[src/rtl/seg_pair_pkg.sv]
package seg_pair_pkg;
  localparam int PHI_W   = 12;
  localparam int BEND_W  = 5;
  localparam int ETA_W   = 7;
  localparam int QUAL_W  = 4;
  localparam int OQ_W    = 2;
  localparam int CFG_AW  = 3;
  localparam int CFG_DW  = 12;
  localparam int LIM_W   = 6;
  localparam int TOL_W   = 5;
  localparam int N_WIN   = 4;
  localparam int WIN_W   = $clog2(N_WIN);
  localparam int MAG_W   = PHI_W + 1;
  localparam int OQ_MAX  = (1 << OQ_W) - 1;

  localparam int ADR_ETA_MIN = 0;
  localparam int ADR_ETA_MAX = 1;
  localparam int ADR_SPAN    = 2;
  localparam int ADR_THR0    = 3;
  localparam int ADR_LIM0    = 6;
  localparam int LIM_PER_ADR = CFG_DW / LIM_W;

  typedef struct packed {
    logic [ETA_W-1:0]                  eta_min;
    logic [ETA_W-1:0]                  eta_max;
    logic [ETA_W-1:0]                  eta_span;
    logic [TOL_W-1:0]                  bend_tol;
    logic [N_WIN-2:0][ETA_W-1:0]       thr;
    logic [N_WIN-1:0][LIM_W-1:0]       dphi_lim;
  } cfg_t;

  // wrapped signed azimuth difference b - a
  function automatic logic signed [PHI_W-1:0] phi_delta(input logic [PHI_W-1:0] a,
                                                        input logic [PHI_W-1:0] b);
    logic [PHI_W-1:0] r;
    r = b - a;
    return $signed(r);
  endfunction

  function automatic logic [MAG_W-1:0] phi_mag(input logic signed [PHI_W-1:0] d);
    logic [MAG_W-1:0] e;
    e = {d[PHI_W-1], d};
    return d[PHI_W-1] ? (~e + {{PHI_W{1'b0}}, 1'b1}) : e;
  endfunction

  function automatic logic [MAG_W-1:0] bend_mag(input logic signed [BEND_W-1:0] b);
    logic [BEND_W:0] e;
    logic [BEND_W:0] m;
    e = {b[BEND_W-1], b};
    m = b[BEND_W-1] ? (~e + {{BEND_W{1'b0}}, 1'b1}) : e;
    return {{(MAG_W-BEND_W-1){1'b0}}, m};
  endfunction

  function automatic logic [MAG_W-1:0] mag_gap(input logic [MAG_W-1:0] x,
                                               input logic [MAG_W-1:0] y);
    return (x >= y) ? (x - y) : (y - x);
  endfunction

  function automatic logic [ETA_W-1:0] eta_gap(input logic [ETA_W-1:0] x,
                                               input logic [ETA_W-1:0] y);
    return (x >= y) ? (x - y) : (y - x);
  endfunction

  // window index = number of thresholds at or below eta
  function automatic logic [WIN_W-1:0] eta_window(input logic [ETA_W-1:0] eta,
                                                  input logic [N_WIN-2:0][ETA_W-1:0] thr);
    logic [WIN_W-1:0] w;
    w = '0;
    for (int i = 0; i < N_WIN-1; i++)
      if (eta >= thr[i]) w = w + {{(WIN_W-1){1'b0}}, 1'b1};
    return w;
  endfunction

  function automatic logic [OQ_W-1:0] grade_qual(input logic [QUAL_W-1:0] qa,
                                                 input logic [QUAL_W-1:0] qb);
    logic [QUAL_W-1:0] lo;
    lo = (qa < qb) ? qa : qb;
    if (lo >= QUAL_W'(OQ_MAX - 1)) return OQ_W'(OQ_MAX);
    return lo[OQ_W-1:0] + OQ_W'(1);
  endfunction
endpackage

[src/rtl/seg_phi_road.sv]
module seg_phi_road
  import seg_pair_pkg::*;
(
  input  cfg_t                     cfg,
  input  logic [PHI_W-1:0]         phi_a,
  input  logic [PHI_W-1:0]         phi_b,
  input  logic signed [BEND_W-1:0] bend_a,
  input  logic signed [BEND_W-1:0] bend_b,
  input  logic [ETA_W-1:0]         eta_a,
  output logic [WIN_W-1:0]         win,
  output logic                     lim_ok,
  output logic                     sign_ok,
  output logic                     mag_ok,
  output logic                     phi_ok
);
  logic signed [PHI_W-1:0]  dphi;
  logic [MAG_W-1:0]         dmag;
  logic [MAG_W-1:0]         lim_ext;
  logic [MAG_W-1:0]         tol_ext;
  logic [1:0]               st_sign;
  logic [1:0]               st_mag;
  logic signed [BEND_W-1:0] bends [2];

  assign bends[0] = bend_a;
  assign bends[1] = bend_b;

  always_comb begin
    dphi    = phi_delta(phi_a, phi_b);
    dmag    = phi_mag(dphi);
    win     = eta_window(eta_a, cfg.thr);
    lim_ext = {{(MAG_W-LIM_W){1'b0}}, cfg.dphi_lim[win]};
    tol_ext = {{(MAG_W-TOL_W){1'b0}}, cfg.bend_tol};
    lim_ok  = dmag <= lim_ext;
  end

  for (genvar g = 0; g < 2; g++) begin : g_station
    always_comb begin
      st_sign[g] = bends[g][BEND_W-1] == dphi[PHI_W-1];
      st_mag[g]  = mag_gap(dmag, bend_mag(bends[g])) <= tol_ext;
    end
  end

  always_comb begin
    sign_ok = &st_sign;
    mag_ok  = &st_mag;
    phi_ok  = lim_ok && sign_ok && mag_ok;
  end
endmodule

[config.mk]
export PLATFORM = sky130hd
export DESIGN_NAME = seg_phi_road
export DESIGN_NICKNAME = d
export VERILOG_FILES = /design/src/rtl/seg_pair_pkg.sv /design/src/rtl/seg_phi_road.sv
export SDC_FILE = /design/constraint.sdc
export NUM_CORES = 1
export LEC_CHECK = 0
export BUFFER_PORTS_ARGS = -buffer_cell sky130_fd_sc_hd__buf_2
export CORE_MARGIN = 3
export CORE_UTILIZATION = 55
export DETAILED_ROUTE_END_ITERATION = 16
export PLACE_DENSITY = 0.83
export SYNTH_ARGS = -nofsm -noshare
export SYNTH_HDL_FRONTEND = slang
export SYNTH_SLANG_ARGS = --single-unit
export TNS_END_PERCENT = 5
[constraint.sdc]
create_clock -name vclk -period 22.8
set_input_delay 4.56 -clock vclk [all_inputs]
set_output_delay 4.56 -clock vclk [all_outputs]
set_load 0.05 [all_outputs]
==> impl_metrics.prom, run 1 <==
# TYPE chip_impl_metric gauge
chip_impl_info{name="result_of_the_run",value="finished, final reports clean"} 1
chip_impl_metric{name="yosys.area_share.simple",unit="%"} 18.9
chip_impl_metric{name="max-vdd-ir-drop",unit="uV"} 29.7
chip_impl_metric{name="drtIter0Drc",unit=""} 136
chip_impl_metric{name="total_power_divided_by_cell_area",unit="nW/um^2"} 67.1
chip_impl_metric{name="diodes",unit=""} 0
chip_impl_metric{name="post-cts-setup-buffer-count",unit=""} 0
chip_impl_metric{name="io_buffer_count",unit=""} 97
chip_impl_metric{name="multiplexer_area_fraction_after_synthesis",unit="%"} 8.10
chip_impl_metric{name="final_hold_viol_count",unit=""} 0
chip_impl_metric{name="synth-warning-count",unit=""} 0
chip_impl_metric{name="comb_power_share",unit="%"} 100.0
chip_impl_metric{name="seq_area",unit="sq um"} 0
chip_impl_info{name="crit_path_top_delay_cell",value="ha_1"} 1
chip_impl_metric{name="layout.sequential_cells",unit=""} 0
chip_impl_metric{name="min_path_cells",unit=""} 4
chip_impl_metric{name="timing.critical_path.arrival",unit="ps"} 11570
chip_impl_metric{name="power.clock.fraction",unit="%"} 0
chip_impl_metric{name="maxSlewViolCount",unit=""} 0
chip_impl_metric{name="gr-total-overflow",unit=""} 0
chip_impl_metric{name="maximum_number_of_pins_on_one_net_before_global_route_repair",unit=""} 17
chip_impl_metric{name="initial_antenna_violation_count",unit=""} 0
chip_impl_metric{name="io_pins",unit=""} 118
chip_impl_metric{name="power.switching_fraction",unit="%"} 57.9
chip_impl_metric{name="firstDrtPassIters",unit=""} 4
chip_impl_metric{name="routed_wire_length_per_instance",unit="um"} 14.2
chip_impl_metric{name="setup_violations",unit=""} 0
chip_impl_info{name="rsz_0062_raised_after_global_routing",value="no"} 1
chip_impl_metric{name="grt_pass1_wl",unit="mm"} 14.7
chip_impl_info{name="min_delay_path_class",value="in -> out"} 1
chip_impl_metric{name="first_global_vias",unit=""} 3465
chip_impl_metric{name="initial_utilization",unit="%"} 57.4
chip_impl_metric{name="synth_unique_cells",unit=""} 75
chip_impl_metric{name="post_route_setup_tns",unit="ps"} 0
chip_impl_info{name="worstSetupStartpointType",value="primary input"} 1
chip_impl_metric{name="synth_compound_area_share",unit="%"} 25.2
chip_impl_metric{name="worst_slew_margin_rel",unit="%"} 37.8
chip_impl_metric{name="detail-route-antenna-nets",unit=""} 0
chip_impl_metric{name="synth.yosys.seq_area_share",unit="%"} 0
chip_impl_metric{name="finalCritPeriodShare",unit="%"} 70.7
chip_impl_metric{name="placeableCoreArea",unit="sq um"} 6460
chip_impl_metric{name="share_of_final_layout_standard_cells_stronger_than_drive_strength_1",unit="%"} 23.3
chip_impl_metric{name="num-nets-final",unit=""} 764
chip_impl_metric{name="cp_data_required_time",unit="ps"} 18240
chip_impl_metric{name="synthXorXnorAreaFrac",unit="%"} 9.41
chip_impl_info{name="synth_top_family_by_area",value="adder cells"} 1
chip_impl_metric{name="die-area",unit="sq um"} 7760
chip_impl_metric{name="gpl.final_weighted_congestion",unit=""} 0.891
chip_impl_metric{name="chipWidth",unit="um"} 88.1
chip_impl_info{name="timing_worst_setup_path_type",value="in -> out"} 1
chip_impl_metric{name="hpwlAfterDp",unit="mm"} 8.13
chip_impl_metric{name="drc",unit=""} 0
chip_impl_metric{name="slowest_delay",unit="ps"} 430
chip_impl_metric{name="max_freq",unit="MHz"} 62.0
chip_impl_metric{name="p_leak",unit="nW"} 2.31
chip_impl_info{name="mostFrequentLayoutCells",value="buf_2, ha_1, inv_1"} 1
chip_impl_metric{name="power.net_switching",unit="mW"} 0.165
chip_impl_metric{name="internal_power",unit="mW"} 0.120
chip_impl_metric{name="min_period",unit="ps"} 16130
chip_impl_metric{name="synth_fa_ha_area_share",unit="%"} 29.4
chip_impl_metric{name="syn-mean-instance-area",unit="sq um"} 7.82
chip_impl_metric{name="number_of_vias_per_cell_after_detailed_routing",unit=""} 5.71
chip_impl_metric{name="hold_buffers",unit=""} 0
chip_impl_metric{name="layout.clock_buffers",unit=""} 0
chip_impl_metric{name="netlist_instances",unit=""} 474
chip_impl_metric{name="vias",unit=""} 3671
chip_impl_info{name="critPathCaptureType",value="output pin"} 1
chip_impl_info{name="layout.cells.most_common",value="buf_2"} 1
chip_impl_metric{name="grtUsageTotal",unit="%"} 22.7
chip_impl_metric{name="post_cts_resize_count",unit=""} 0
chip_impl_metric{name="post-route-worst-setup-slack",unit="ps"} 6670
chip_impl_metric{name="layout.filler_cells",unit=""} 543
chip_impl_info{name="worstSetupStartpoint",value="phi_a[6]"} 1
chip_impl_metric{name="die_height",unit="um"} 88.1
chip_impl_metric{name="pwr-share-seq",unit="%"} 0
chip_impl_metric{name="dp_worst_setup_slack",unit="ps"} 6790
chip_impl_metric{name="timing.max_cap.violations",unit=""} 0
chip_impl_metric{name="cp_max_fo",unit=""} 16
chip_impl_metric{name="area_grow_syn2layout",unit="%"} 14.3
chip_impl_metric{name="std_cell_rows",unit=""} 29
chip_impl_info{name="hp-start",value="bend_a[4]"} 1
chip_impl_metric{name="total_power_draw",unit="mW"} 0.285
chip_impl_metric{name="synth.cell_area",unit="sq um"} 3710
chip_impl_metric{name="totalWireLength",unit="mm"} 9.13
chip_impl_metric{name="max_slew.worst_pin.slew",unit="ps"} 907
power groups by stage:
stage	sequential, mW	combinational [mW]	clock [mW]
after detailed placement	0	0.279	0
after global placement	0	0.266	0
after floorplan	0	0.219	0
after global routing	0	0.314	0
after CTS	0	0.281	0
final	0	0.285	0
cell type report:
type	count	area, sq um	area share [%]
Tap cell	77	96.3	2.27
Inverter	72	270	6.37
Multi-Input combinational cell	397	3390	79.9
Timing Repair Buffer	97	485	11.4
worst paths after layout:
kind / endpoint / slack, ps
worst max-delay path: mag_ok / 6670
worst min-delay path: sign_ok / 9690
cells in the mapped netlist (all sizes together), types with 3 or more instances:
cell type	number	area share (%)
a31oi	3	0.51
a21o	23	4.7
fa	5	2.7
nor2b	9	1.5
mux4	6	3.6
nand2b	16	2.7
mux2i	12	3.2
a2111oi	4	1.5
buf	7	1.6
mux2	4	1.2
a21oi	27	3.7
ha	79	27
a211oi	8	2.4
nor3	7	1.1
o21bai	8	1.6
nand4	5	0.84
o31ai	3	0.98
nor2	32	3.3
nand2	24	2.5
and2	3	0.51
xor2	11	2.8
o211ai	6	1.2
o21ai	18	2.5
and3	6	1.1
inv	72	7.3
nand3	7	1.1
o21a	8	1.7
xnor2	25	6.6
cell families (layout without fill, tap and decap cells):
logic type / count (synthesis) / after routing
XOR/XNOR: 36 / 36
multiplexers: 22 / 22
adder cells (fa/ha/maj): 84 / 84
other: 2 / 4
AO/OA/AOI/OAI: 126 / 126
AND/OR/NAND/NOR: 125 / 125
buffers and inverters: 79 / 169
layer usage:
| metal | part of all wire, % | routed length (um) | track usage [%] |
|---|---|---|---|
| met4 | 0.98 | 89 | 2.75 |
| met5 | 0 | 0 | 0 |
| met3 | 6.2 | 567 | 1.79 |
| met1 | 42 | 3830 | 27.5 |
| met2 | 51 | 4640 | 44.3 |
critical path, delay by kind of cell:
family,cells,cell delay [ps]
simple gates,12,2970
compound gates,12,2130
fa+ha+maj,3,1090
mux,1,380
buf+inv,3,420
through the flow:
stage / std cells / hold slack, ps / cell area [sq um] / util [%]
finish: 643 / 9690 / 4240 / 65.7
CTS: 643 / 9690 / 4240 / 65.7
global route: 643 / 9720 / 4240 / 65.7
global placement: 643 / 9690 / 4240 / 65.7
detailed placement: 643 / 9690 / 4240 / 65.7
floorplan: 476 / 9630 / 3720 / -
Note: power is estimated with default switching activity, not from simulation.
==> inputs of run 2 (changes only) <==
==> constraint.sdc (replaced) <==
create_clock -name vclk -period 15.3
set_input_delay 3.06 -clock vclk [all_inputs]
set_output_delay 3.06 -clock vclk [all_outputs]
set_load 0.05 [all_outputs]
==> run 2 against run 1 <==
- global-route usage up 0.89 points
- routed wire length up 1.4%
- non-clock buffer count unchanged
- hold slack worse by 3000 ps
- critical path depth unchanged
- clock-buffer cell count unchanged
- combinational power up 49%
- total power up 49%
- sequential share of layout area unchanged
- first-iteration DRC count up 18%
- sequential cell count unchanged
- via count up 0.33%
==> impl_metrics.prom, run 2 (same netlist as run 1, synthesis figures left out) <==
# TYPE chip_impl_metric gauge
chip_impl_metric{name="routed_wire_length_per_instance",unit="um"} 14.4
chip_impl_metric{name="final_hold_viol_count",unit=""} 0
chip_impl_metric{name="total_power_divided_by_cell_area",unit="nW/um^2"} 99.9
chip_impl_metric{name="min_period",unit="ps"} 13180
chip_impl_metric{name="max_freq",unit="MHz"} 75.9
chip_impl_metric{name="drc",unit=""} 0
chip_impl_info{name="result_of_the_run",value="finished, final reports clean"} 1
chip_impl_metric{name="gpl.final_weighted_congestion",unit=""} 0.891
chip_impl_metric{name="die_height",unit="um"} 88.1
chip_impl_metric{name="dp_worst_setup_slack",unit="ps"} 2230
chip_impl_metric{name="number_of_vias_per_cell_after_detailed_routing",unit=""} 5.73
chip_impl_metric{name="layout.sequential_cells",unit=""} 0
chip_impl_metric{name="totalWireLength",unit="mm"} 9.26
chip_impl_metric{name="diodes",unit=""} 0
chip_impl_metric{name="area_grow_syn2layout",unit="%"} 14.3
chip_impl_metric{name="cp_data_required_time",unit="ps"} 12240
chip_impl_metric{name="share_of_final_layout_standard_cells_stronger_than_drive_strength_1",unit="%"} 23.3
chip_impl_metric{name="std_cell_rows",unit=""} 29
chip_impl_metric{name="postLayoutCoreUtil",unit="%"} 65.7
chip_impl_info{name="crit_path_top_delay_cell",value="ha_1"} 1
chip_impl_metric{name="hpwlAfterDp",unit="mm"} 8.23
chip_impl_info{name="rsz_0062_raised_after_global_routing",value="no"} 1
chip_impl_metric{name="critical_path_buf_inv_count",unit=""} 3
chip_impl_metric{name="slowest_delay",unit="ps"} 420
chip_impl_metric{name="total_power_draw",unit="mW"} 0.424
chip_impl_metric{name="chipWidth",unit="um"} 88.1
chip_impl_metric{name="timing.critical_path.arrival",unit="ps"} 10120
chip_impl_metric{name="gr-total-overflow",unit=""} 0
chip_impl_metric{name="initial_utilization",unit="%"} 57.4
chip_impl_metric{name="setup_violations",unit=""} 0
chip_impl_metric{name="io_pins",unit=""} 118
chip_impl_info{name="critPathCaptureType",value="output pin"} 1
chip_impl_metric{name="min_path_cells",unit=""} 4
chip_impl_metric{name="maxSlewViolCount",unit=""} 0
chip_impl_metric{name="drtIter0Drc",unit=""} 160
chip_impl_metric{name="maximum_number_of_pins_on_one_net_before_global_route_repair",unit=""} 17
chip_impl_metric{name="max_slew.worst_pin.slew",unit="ps"} 919
chip_impl_metric{name="layout.filler_cells",unit=""} 542
chip_impl_metric{name="grt_pass1_wl",unit="mm"} 15.2
chip_impl_metric{name="grt.met2_usage",unit="%"} 44.7
chip_impl_metric{name="placeableCoreArea",unit="sq um"} 6460
chip_impl_info{name="mostFrequentLayoutCells",value="buf_2, ha_1, inv_1"} 1
chip_impl_metric{name="max-vdd-ir-drop",unit="uV"} 50.4
chip_impl_info{name="layout.cells.most_common",value="buf_2"} 1
chip_impl_metric{name="grtUsageMet3",unit="%"} 1.51
chip_impl_metric{name="grtUsageTotal",unit="%"} 23.6
chip_impl_metric{name="post_cts_resize_count",unit=""} 0
chip_impl_metric{name="critical_path_depth",unit=""} 31
chip_impl_metric{name="hold_buffers",unit=""} 0
chip_impl_info{name="worstSetupStartpointType",value="primary input"} 1
chip_impl_info{name="min_delay_path_class",value="in -> out"} 1
chip_impl_info{name="hp-start",value="bend_a[4]"} 1
chip_impl_metric{name="seq_area",unit="sq um"} 0
chip_impl_metric{name="initial_antenna_violation_count",unit=""} 0
chip_impl_metric{name="finalCritPeriodShare",unit="%"} 86.1
chip_impl_metric{name="vias",unit=""} 3683
chip_impl_metric{name="layout.clock_buffers",unit=""} 0
chip_impl_metric{name="die-area",unit="sq um"} 7760
chip_impl_metric{name="firstDrtPassIters",unit=""} 4
chip_impl_metric{name="first_global_vias",unit=""} 3507
chip_impl_metric{name="post_route_setup_tns",unit="ps"} 0
chip_impl_metric{name="gr-usage-met1",unit="%"} 29.6
chip_impl_info{name="cell_family_with_most_cp_delay",value="simple AND/OR/NAND/NOR gates"} 1
chip_impl_metric{name="post-cts-setup-buffer-count",unit=""} 0
chip_impl_metric{name="num-nets-final",unit=""} 764
chip_impl_metric{name="hold_slack",unit="ps"} 6670
chip_impl_metric{name="detail-route-antenna-nets",unit=""} 0
chip_impl_metric{name="p_leak",unit="nW"} 2.31
chip_impl_metric{name="io_buffer_count",unit=""} 97
chip_impl_metric{name="timing.max_cap.violations",unit=""} 0
chip_impl_info{name="grt_most_used_layer",value="met2"} 1
chip_impl_metric{name="post-route-worst-setup-slack",unit="ps"} 2120
chip_impl_info{name="worstSetupStartpoint",value="phi_a[6]"} 1
chip_impl_info{name="timing_worst_setup_path_type",value="in -> out"} 1
chip_impl_metric{name="cp_max_fo",unit=""} 16
chip_impl_metric{name="worst_slew_margin_rel",unit="%"} 37.0
-- run 2: per-layer routing --
layer | part of all wire [%] | vias to the layer above | wire (um)
li1 | - | 1864 | -
met1 | 44 | 1686 | 4040
met2 | 50 | 121 | 4630
met3 | 4.6 | 12 | 430
met4 | 1.7 | 0 | 155
met5 | 0 | - | 0
-- run 2: layout make-up --
cell class                      count  area [sq um]  share of cell area, %
Inverter                           72           270                   6.37
Multi-Input combinational cell    397          3390                   79.9
Tap cell                           77          96.3                   2.27
Timing Repair Buffer               97           485                   11.4
-- run 2: final timing paths --
kind,end
setup / recovery,mag_ok
hold / removal,sign_ok
-- run 2: stage by stage --
step,instance area (sq um),cells
after floorplan,3720,476
after global placement,4240,643
after detailed placement,4240,643
after CTS,4240,643
after global routing,4240,643
final,4240,643
-- run 2: tightest hold or removal path, stage by stage --
cell     delay, ps
buf_2          140
nand2_1         60
o21ai_0        110
buf_2          240
-- run 2: power by group --
group          switching (mW)  internal (mW)
registers                   0              0
logic                   0.245          0.178
clock network               0              0
